==> config.mk <==
export PLATFORM = sky130hd
export DESIGN_NAME = rtc_bus_if
export DESIGN_NICKNAME = d
export VERILOG_FILES = /design/src/rtl/rtc_bus_pkg.sv /design/src/rtl/rtc_wr_decode.sv /design/src/rtl/rtc_rd_mux.sv /design/src/rtl/rtc_tick_freeze.sv /design/src/rtl/rtc_bus_if.sv
export SDC_FILE = /design/constraint.sdc
export NUM_CORES = 1
export LEC_CHECK = 0
export BUFFER_PORTS_ARGS = -buffer_cell sky130_fd_sc_hd__buf_2
export CORE_MARGIN = 2
export CORE_UTILIZATION = 40
export DETAILED_ROUTE_END_ITERATION = 8
export GPL_ROUTABILITY_DRIVEN = 1
export GPL_TIMING_DRIVEN = 0
export HOLD_SLACK_MARGIN = 0.12
export PLACE_DENSITY = 0.69
export RECOVER_POWER = 100
export SLEW_MARGIN = 30
export SYNTH_ARGS = -nofsm -noshare
export SYNTH_HDL_FRONTEND = slang
export SYNTH_SLANG_ARGS = --single-unit
==> constraint.sdc <==
create_clock -name clk -period 6.4 [get_ports clk]
set_input_delay 1.6 -clock clk [delete_from_list [all_inputs] [get_ports clk]]
set_output_delay 1.6 -clock clk [all_outputs]
set_load 0.01 [all_outputs]
==> src/rtl/rtc_bus_pkg.sv <==
package rtc_bus_pkg;
  localparam int ADDR_W     = 3;
  localparam int DATA_W     = 8;
  localparam int N_CNT      = 5;  // seconds, minutes, hours, day, month
  localparam int N_ALM      = 3;  // seconds, minutes, hours share addresses with counters
  localparam int A_FREEZE   = 1;
  localparam int A_CNT_BASE = 2;
  localparam int A_CTRL     = 7;

  typedef struct packed {
    logic [3:0] clk_sel;
    logic       steer;
    logic       run;
    logic [1:0] presc;
  } ctrl_t;

  typedef logic [DATA_W-1:0] byte_t;
endpackage

==> src/rtl/rtc_wr_decode.sv <==
module rtc_wr_decode
  import rtc_bus_pkg::*;
(
  input  logic              clk,
  input  logic              rst_n,
  input  logic              cs,
  input  logic              rd_n,
  input  logic              wr_n,
  input  logic [ADDR_W-1:0] addr,
  input  byte_t             wdata,
  output logic [N_CNT-1:0]  cnt_we,
  output logic [N_ALM-1:0]  alm_we,
  output logic              ctrl_we,
  output logic              arm_stb,
  output byte_t             wr_byte,
  output byte_t             ctrl_q,
  output logic              alarm_en
);
  logic             wr_n_q;
  logic             acc;
  logic             ctrl_hit;
  logic             arm_hit;
  logic [N_CNT-1:0] cnt_we_d;
  logic [N_ALM-1:0] alm_we_d;
  ctrl_t            ctrl_r;

  // trailing edge of the write strobe, qualified by select and no read
  assign acc      = cs && rd_n && wr_n && !wr_n_q;
  assign ctrl_hit = acc && (addr == ADDR_W'(A_CTRL));
  assign arm_hit  = acc && (addr == ADDR_W'(A_FREEZE));

  for (genvar i = 0; i < N_CNT; i++) begin : g_slot
    logic hit;
    assign hit = acc && (addr == ADDR_W'(A_CNT_BASE + i));
    if (i < N_ALM) begin : g_shared
      assign cnt_we_d[i] = hit && !ctrl_r.steer;
      assign alm_we_d[i] = hit && ctrl_r.steer;
    end else begin : g_cnt_only
      assign cnt_we_d[i] = hit;
    end
  end

  always_ff @(posedge clk or negedge rst_n) begin
    if (!rst_n) begin
      wr_n_q   <= 1'b1;
      cnt_we   <= '0;
      alm_we   <= '0;
      ctrl_we  <= 1'b0;
      arm_stb  <= 1'b0;
      wr_byte  <= '0;
      ctrl_r   <= '0;
      alarm_en <= 1'b0;
    end else begin
      wr_n_q  <= wr_n;
      cnt_we  <= cnt_we_d;
      alm_we  <= alm_we_d;
      ctrl_we <= ctrl_hit;
      arm_stb <= arm_hit;
      if (acc) wr_byte <= wdata;
      if (ctrl_hit) ctrl_r <= ctrl_t'(wdata);
      if (|alm_we_d) alarm_en <= 1'b1;
      else if (|cnt_we_d[N_ALM-1:0]) alarm_en <= 1'b0;
    end
  end

  assign ctrl_q = ctrl_r;

  // a write reaches one target at most
  p_one_target_r3: assert property (@(posedge clk) disable iff (!rst_n)
    $onehot0({cnt_we, alm_we, ctrl_we, arm_stb}));

  // a latch strobe only follows a write made while steering pointed at latches
  p_latch_steer_r3: assert property (@(posedge clk) disable iff (!rst_n)
    (|alm_we) |-> $past(ctrl_r.steer));

  // the alarm turns on only together with a latch load
  p_alarm_en_src_r3: assert property (@(posedge clk) disable iff (!rst_n)
    $rose(alarm_en) |-> (|alm_we));

  // every strobe traces back to a selected, non-read cycle with the strobe released
  p_write_gated_r2: assert property (@(posedge clk) disable iff (!rst_n)
    ((|cnt_we) || (|alm_we) || ctrl_we || arm_stb) |->
      ($past(cs) && $past(rd_n) && $past(wr_n)));
endmodule

==> src/rtl/rtc_rd_mux.sv <==
module rtc_rd_mux
  import rtc_bus_pkg::*;
(
  input  logic                   cs,
  input  logic                   rd_n,
  input  logic [ADDR_W-1:0]      addr,
  input  logic [N_CNT-1:0][DATA_W-1:0] cnt_vals,
  input  logic                   st_alarm,
  input  logic                   st_clk,
  output byte_t                  rdata,
  output logic                   rdata_oe
);
  always_comb begin
    rdata_oe = cs && !rd_n;
    rdata    = '0;
    if (rdata_oe) begin
      if (addr == ADDR_W'(A_CTRL))
        rdata = {st_alarm, st_clk, {(DATA_W-2){1'b0}}};
      for (int i = 0; i < N_CNT; i++)
        if (addr == ADDR_W'(A_CNT_BASE + i)) rdata = cnt_vals[i];
    end
  end
endmodule

==> src/rtl/rtc_tick_freeze.sv <==
module rtc_tick_freeze #(
  parameter int TIMEOUT_CYC = 31_250_000
) (
  input  logic clk,
  input  logic rst_n,
  input  logic cs,
  input  logic arm_stb,
  input  logic tick_raw,
  output logic tick_out
);
  localparam int TW = $clog2(TIMEOUT_CYC + 1);
  localparam logic [TW-1:0] T_LAST = TW'(TIMEOUT_CYC - 1);

  logic          armed;
  logic          held;
  logic          cs_q;
  logic [TW-1:0] tmr;
  logic          release_now;

  assign release_now = (cs_q && !cs) || (tmr == T_LAST);

  always_ff @(posedge clk or negedge rst_n) begin
    if (!rst_n) begin
      armed    <= 1'b0;
      held     <= 1'b0;
      cs_q     <= 1'b0;
      tmr      <= '0;
      tick_out <= 1'b0;
    end else begin
      cs_q     <= cs;
      tick_out <= 1'b0;
      if (arm_stb) begin
        armed <= 1'b1;
        tmr   <= '0;
        if (tick_raw) held <= 1'b1;
      end else if (armed) begin
        if (release_now) begin
          armed    <= 1'b0;
          held     <= 1'b0;
          tmr      <= '0;
          tick_out <= held || tick_raw;
        end else begin
          tmr <= tmr + 1'b1;
          if (tick_raw) held <= 1'b1;
        end
      end else begin
        tick_out <= tick_raw;
      end
    end
  end

  // no tick leaves while the freeze is armed
  p_no_tick_frozen_r9: assert property (@(posedge clk) disable iff (!rst_n)
    tick_out |-> !armed);

  // the timeout counter never passes its last value
  p_timer_bound_r11: assert property (@(posedge clk) disable iff (!rst_n)
    armed |-> (tmr <= T_LAST));

  // a held tick exists only under an armed freeze
  p_held_scope_r10: assert property (@(posedge clk) disable iff (!rst_n)
    held |-> armed);
endmodule

==> src/rtl/rtc_bus_if.sv <==
module rtc_bus_if
  import rtc_bus_pkg::*;
#(
  parameter int TIMEOUT_CYC = 31_250_000
) (
  input  logic       clk,
  input  logic       rst_n,
  input  logic       cs,
  input  logic       rd_n,
  input  logic       wr_n,
  input  logic [2:0] addr,
  input  logic [7:0] wdata,
  input  logic [7:0] cnt_sec,
  input  logic [7:0] cnt_min,
  input  logic [7:0] cnt_hour,
  input  logic [7:0] cnt_day,
  input  logic [7:0] cnt_mon,
  input  logic       st_alarm,
  input  logic       st_clk,
  input  logic       tick_raw,
  output logic [7:0] rdata,
  output logic       rdata_oe,
  output logic [4:0] cnt_we,
  output logic [2:0] alm_we,
  output logic       ctrl_we,
  output logic [7:0] wr_byte,
  output logic [7:0] ctrl_q,
  output logic       alarm_en,
  output logic       tick_out
);
  logic                         arm_stb;
  logic [N_CNT-1:0][DATA_W-1:0] cnt_vals;

  assign cnt_vals = {cnt_mon, cnt_day, cnt_hour, cnt_min, cnt_sec};

  rtc_wr_decode u_wr (
    .clk      (clk),
    .rst_n    (rst_n),
    .cs       (cs),
    .rd_n     (rd_n),
    .wr_n     (wr_n),
    .addr     (addr),
    .wdata    (wdata),
    .cnt_we   (cnt_we),
    .alm_we   (alm_we),
    .ctrl_we  (ctrl_we),
    .arm_stb  (arm_stb),
    .wr_byte  (wr_byte),
    .ctrl_q   (ctrl_q),
    .alarm_en (alarm_en)
  );

  rtc_rd_mux u_rd (
    .cs       (cs),
    .rd_n     (rd_n),
    .addr     (addr),
    .cnt_vals (cnt_vals),
    .st_alarm (st_alarm),
    .st_clk   (st_clk),
    .rdata    (rdata),
    .rdata_oe (rdata_oe)
  );

  rtc_tick_freeze #(.TIMEOUT_CYC(TIMEOUT_CYC)) u_frz (
    .clk      (clk),
    .rst_n    (rst_n),
    .cs       (cs),
    .arm_stb  (arm_stb),
    .tick_raw (tick_raw),
    .tick_out (tick_out)
  );

  // a cycle driving read data is never followed by a write strobe
  p_no_rw_overlap_r7: assert property (@(posedge clk) disable iff (!rst_n)
    rdata_oe |=> !((|cnt_we) || (|alm_we) || ctrl_we));
endmodule

==> Yosys cells after proc, flatten, opt, wreduce, memory -nomap -nowiden <==
Index checks and enable logic that the tools add are counted.
W data, S select, Z words.
{ "totals": {"register_bits": 57, "inputBits": 59, "output_inout_bits": 36, "word_cells": 75} }
{ "classes": {"n_addsub": 1, "eq_ne": 8, "n_mux": 22, "reduce_logical": 28} }
{ "ops": {"columns": ["cell", "count"], "rows": [
  ["$mux W25", 3],
  ["$mux W8", 7],
  ["$add A25 B1 Y25 const B", 1],
  ["$eq A25 B25 Y1 const B", 1],
  ["$logic_and A1 B1 Y1", 18],
  ["$eq A3 B3 Y1 const B", 4],
  ["$mux W1", 12],
  ["$eq A3 B2 Y1 const B", 2],
  ["$reduce_or A3 Y1", 2],
  ["$logic_not A1 Y1", 4],
  ["$reduce_bool A2 Y1", 2],
  ["$eq A3 B1 Y1 const B", 1],
  ["$logic_or A1 B1 Y1", 2]
]} }

==> Depth between registers and ports, before layout <==
{ "logic_depth": {"depth_word": 8, "ltp_mapped": 7, "depth_no_buf": 6} }

==> Modules after synthesis <==
A second synthesis with hierarchy kept.
{ "unflattened": {"hier_cells": 317, "area_unflattened_um2": 3115.5} }
{ "by_module_without_submodules": {"columns": ["mod", "instances", "cells_per_inst", "area_per_inst_um2", "seq_area_each_um2"], "rows": [
  ["rtc_tick_freeze", 1, 180, 1650.3, 725.7],
  ["rtc_wr_decode", 1, 80, 1053.5, 701.9],
  ["rtc_rd_mux", 1, 57, 411.6, 0.0]
]} }

==> Worst setup path before layout <==
Ideal clock, no wire load.
{ "synth_path": {"kind": "input to output", "startpoint": "in addr[2]", "endpoint": "out rdata[1]", "t_arrival_ps": 2777, "required_ps": 4800, "slack_ps": 2023, "cell_stages": 7, "path_buffers": 2, "cell_sequence": "clkbuf_1 > nor2b_1 > clkbuf_1 > a22oi_1 > a21oi_1 > a21oi_1 > nor2_1"} }
{ "synth_between": {"elab_chain_cells": 7, "word_cells_on_any_way": 11, "classes_between": "eq/ne (5); mux (6)"} }
{ "synth_rtl": {"columns": ["item", "line_no", "rtl"], "rows": [
  ["from (decl)", "rtc_bus_if.sv:11", "input logic [2:0] addr,"],
  ["$eq A3 B2 Y1", "rtc_rd_mux.sv:20", "if (addr == ADDR_W'(A_CNT_BASE + i)) rdata = cnt_vals[i];"],
  ["$mux W8 (4 in a row)", "rtc_rd_mux.sv:20", null],
  ["$mux W8 (*)", "rtc_rd_mux.sv:20", null],
  ["$mux W8 (*)", "rtc_rd_mux.sv:16", "if (rdata_oe) begin"],
  ["to (decl)", "rtc_bus_if.sv:21", "output logic [7:0] rdata,"]
]} }
Every way passes the cells marked *; elsewhere a longest branch is shown, timed or not.

==> Final worst setup path <==
{ "layout_path": {"startpoint": "in addr[1]", "endpoint": "out rdata[4]"} }
The elaborated chain is that of the path after synthesis.

==> results.py <==
metrics = {
    "routing": {
        "vias_per_cell": 5.537,
        "wire_per_inst_um": 14.77,
        "ant_nets": 0,
        "first_pass_iters": 5,
        "drc": 0,
        "vias": 3206,
        "dr.first_iter.drc_count": 168,
        "wl_um": 8553,
    },
    "cells_and_area": {
        "num-fill-cells": 767,
        "diodes": 0,
        "syn_to_final_growth_pct": 22.91,
        "drive_gt1_frac": 0.1677,
        "final_nets": 532,
    },
    "synth": {
        "synth_area_per_cell_um2": 8.630,
        "yosysSeqAreaShare": 0.4483,
        "synth_cells": 369,
        "synthAdderAreaFrac": 0.003929,
        "ys_warn_count": 0,
        "muxShareOfSynthArea": 0.01690,
        "yosys.area_share.simple": 0.3218,
        "synth_area_um2": 3184,
        "synth_top_family_by_area": "simple AND/OR/NAND/NOR gates",
        "synth_fp_nets": 429,
        "ys.flop_type": "dfrtp_1",
        "ys_types": 54,
        "synth_xor_area_frac": 0,
        "synth_compound_area_frac": 0.1623,
        "synthArstFlopShare": 1.000,
        "ys_seq_elements": 57,
        "synth-edff-count": 0,
    },
    "min_path": {
        "hp-class": "reg -> reg",
    },
    "floorplanning": {
        "die_w_um": 93.23,
        "ios": 95,
        "initial_core_util": 0.4121,
        "fp-row-count": 32,
        "coreArea_um2": 7727,
        "die_h_um": 93.23,
        "die_area_um2": 8691,
    },
    "timing": {
        "finalCritPeriodShare": 0.7567,
        "finalHoldViolCount": 0,
        "setup_viol": 0,
        "max_freq_ghz": 0.2065,
        "slew-limit-headroom": -0.9882,
        "fin_crit_ns": 4.843,
        "worst_pin_slew_ns": 2.982,
        "slew_violations": 58,
        "clock_skew_ns": 0.008360,
        "finalSetupTns_ns": 0,
        "rsz0062_at_grt": "false",
    },
    "clock_network": {
        "htree_levels": 3,
        "path_clk_slew_ns": 0.07,
        "cts_root_buf": "clkbuf_8",
        "worstSkewPairLatency_ns": 0.34,
        "cts_hold_buf": 0,
        "clock_sinks": 57,
        "ctsResizeCount": 0,
        "post_cts_buffers": 0,
        "cts_tree": "yes",
        "cts_buffers": 9,
        "clock_path_buffers": 2,
    },
    "setup_path": {
        "critical-path-top-delay-family": "buffers and inverters",
        "cp_slowest_cell": "clkbuf_1",
        "crit_path_frequent_cell": "clkbuf_1",
        "path_class": "in -> out",
        "rr_worst_depth": 6,
        "cp-start-kind": "input pin",
        "cp.depth": 9,
        "cp-endpoint": "rdata[4]",
        "path_cells": "clkbuf_1 > clkbuf_1 > nor2b_1 > clkbuf_1 > a221oi_1 > a21oi_1 > a21oi_1 > nor2_1 > clkbuf_1",
        "worst_setup_path_end_kind": "output port",
        "crit_fanout": 10,
        "cp_slowest_stage_delay_ns": 0.36,
        "critPathBufInv": 4,
        "rrSetupSlack_ns": 3.80,
        "cp.required_ns": 4.80,
        "startpoint": "addr[1]",
        "r2r_start": "u_frz.tmr[8]",
        "r2r_end": "u_frz.tmr[14]",
        "arrival_ns": 3.24,
    },
    "power": {
        "power_density_nw_per_um2": 227.8,
        "power_w": 0.0008916,
        "vdd_ir_drop_max_v": 0.0001333,
        "leakage_nw": 1.766,
    },
    "placed_design": {
        "place.gp.congestion": 0.9023,
        "place.port_buffers": 92,
        "dp_hpwl_um": 6153,
    },
    "job": {
        "max_cap_viol_count": 1,
    },
    "global_route": {
        "grt_pass1_wl_um": 14830,
        "grt_antenna_before_repair": 0,
        "grt.overflow.total": 0,
        "grt_pass1_vias": 3203,
        "groute.usage.overall": 0.2135,
        "grt_max_degree": 58,
    },
    "run_status": {
        "violations": "max-capacitance violations, max-slew violations",
        "status": "finished, violations left",
    },
}
-- cell type report --
class	count	area (um^2)	share of cell area
Buffer	24	91.34	0.02334
Clock buffer	10	137.6	0.03517
Clock inverter	6	66.31	0.01694
Inverter	13	48.80	0.01247
Multi-Input combinational cell	275	1604	0.4098
Sequential cell	57	1428	0.3648
Tap cell	102	127.6	0.03261
Timing Repair Buffer	92	410.4	0.1049
-- worst reg2reg max path: cells and delay by family (launching register included) --
family          cells  cell delay (ns)
compound gates      2             0.56
buf+inv             1             0.42
flops               1             0.44
simple gates        3             1.07
-- worst min path at each step --
stage / start / endpoint / slack (ns) / depth (start not counted)
3_5_place_dp: u_wr.ctrl_q[7] / u_wr.ctrl_q[7] / 0.46 / 2
4_1_cts: u_wr.wr_byte[5] / u_wr.wr_byte[5] / 0.48 / 2
3_3_place_gp: u_wr.wr_byte[5] / u_wr.wr_byte[5] / 0.46 / 2
6_report: u_wr.wr_byte[5] / u_wr.wr_byte[5] / 0.48 / 2
5_1_grt: u_wr.wr_byte[2] / u_wr.wr_byte[2] / 0.50 / 2
2_1_floorplan: u_frz.held / u_frz.tick_out / 0.50 / 2
-- Yosys cell counts (2+ instances only) --
cell type,n,area share
o311a_1,2,0.0063
nand2_1,74,0.087
buf_2,2,0.0031
and4_1,4,0.011
nor2_1,23,0.027
mux2i_1,2,0.0063
nand2b_1,4,0.0079
or4_1,6,0.014
clkbuf_1,19,0.022
o21ai_0,10,0.016
nand3b_1,3,0.0071
a22o_1,3,0.0083
nor4_1,9,0.018
a31oi_1,2,0.0039
inv_1,12,0.014
nor2b_1,4,0.0079
nand4_1,13,0.026
and3_1,7,0.014
buf_1,2,0.0024
or3_1,3,0.0059
a221oi_1,5,0.014
a311o_1,5,0.016
a211oi_1,3,0.0071
and2_1,2,0.0039
a22oi_1,7,0.017
nand3_1,17,0.027
a21oi_1,27,0.042
o311ai_0,4,0.011
nor3_1,8,0.013
nor4_2,3,0.012
dfrtp_1,56,0.44
nand4b_1,4,0.011
mux2_2,3,0.011
-- stage by stage --
step	instance area, um^2	utilization	hold slack, ns	std cells	setup WS [ns]
floorplan	3184	-	0.5038	369	2.023
global placement	3772	0.4882	0.4555	563	1.704
detailed placement	3775	0.4885	0.4563	563	1.653
CTS	3979	0.5149	0.4824	579	1.645
global route	3914	0.5065	0.5030	579	1.384
finish	3914	0.5065	0.4801	579	1.557
-- report_power, final --
part | internal, W | total, W | leakage [nW] | switching [W]
Clock | 0.000191 | 0.000347 | 0.0949 | 0.000156
Sequential | 0.000389 | 0.000412 | 0.704 | 0.0000229
Combinational | 0.0000536 | 0.000133 | 0.968 | 0.0000791
Total | 0.000633 | 0.000892 | 1.77 | 0.000258
-- cell families after synthesis --
family                   after synthesis
AO/OA/AOI/OAI                         76
adder cells (fa/ha/maj)                1
flip-flops                            57
buffers and inverters                 37
multiplexers                           5
AND/OR/NAND/NOR                      193
-- state kept, by name (all words and copies together), names as in the netlist --
signal,flops
u_frz.tmr,25
u_frz.armed,1
u_frz.cs_q,1
u_frz.held,1
u_wr.wr_byte,8
u_wr.alarm_en,1
u_wr.ctrl_we,1
u_wr.wr_n_q,1
u_wr.cnt_we,5
u_wr.alm_we,3
u_wr.ctrl_q,8
u_frz.tick_out,1
u_wr.arm_stb,1
-- cells in the final DEF (no fill, tap or decap), types with 8 or more instances in the layout --
master	Yosys	routed
a21oi_1	27	28
buf_2	2	53
clkbuf_1	19	61
clkbuf_8	0	10
dfrtp_1	56	56
inv_1	12	12
nand2_1	74	74
nand3_1	17	17
nand4_1	13	13
nor2_1	23	23
nor3_1	8	8
nor4_1	9	9
o21ai_0	10	10
-- per-layer routing --
layer | track usage | vias up | share of wire
met4 | 0.06005 | 0 | 0.014
met1 | 0.2734 | 1530 | 0.44
met2 | 0.3417 | 107 | 0.48
met5 | 0 | - | 0
li1 | - | 1557 | -
met3 | 0.07575 | 12 | 0.070
Note: power is estimated with default switching activity, not from simulation.
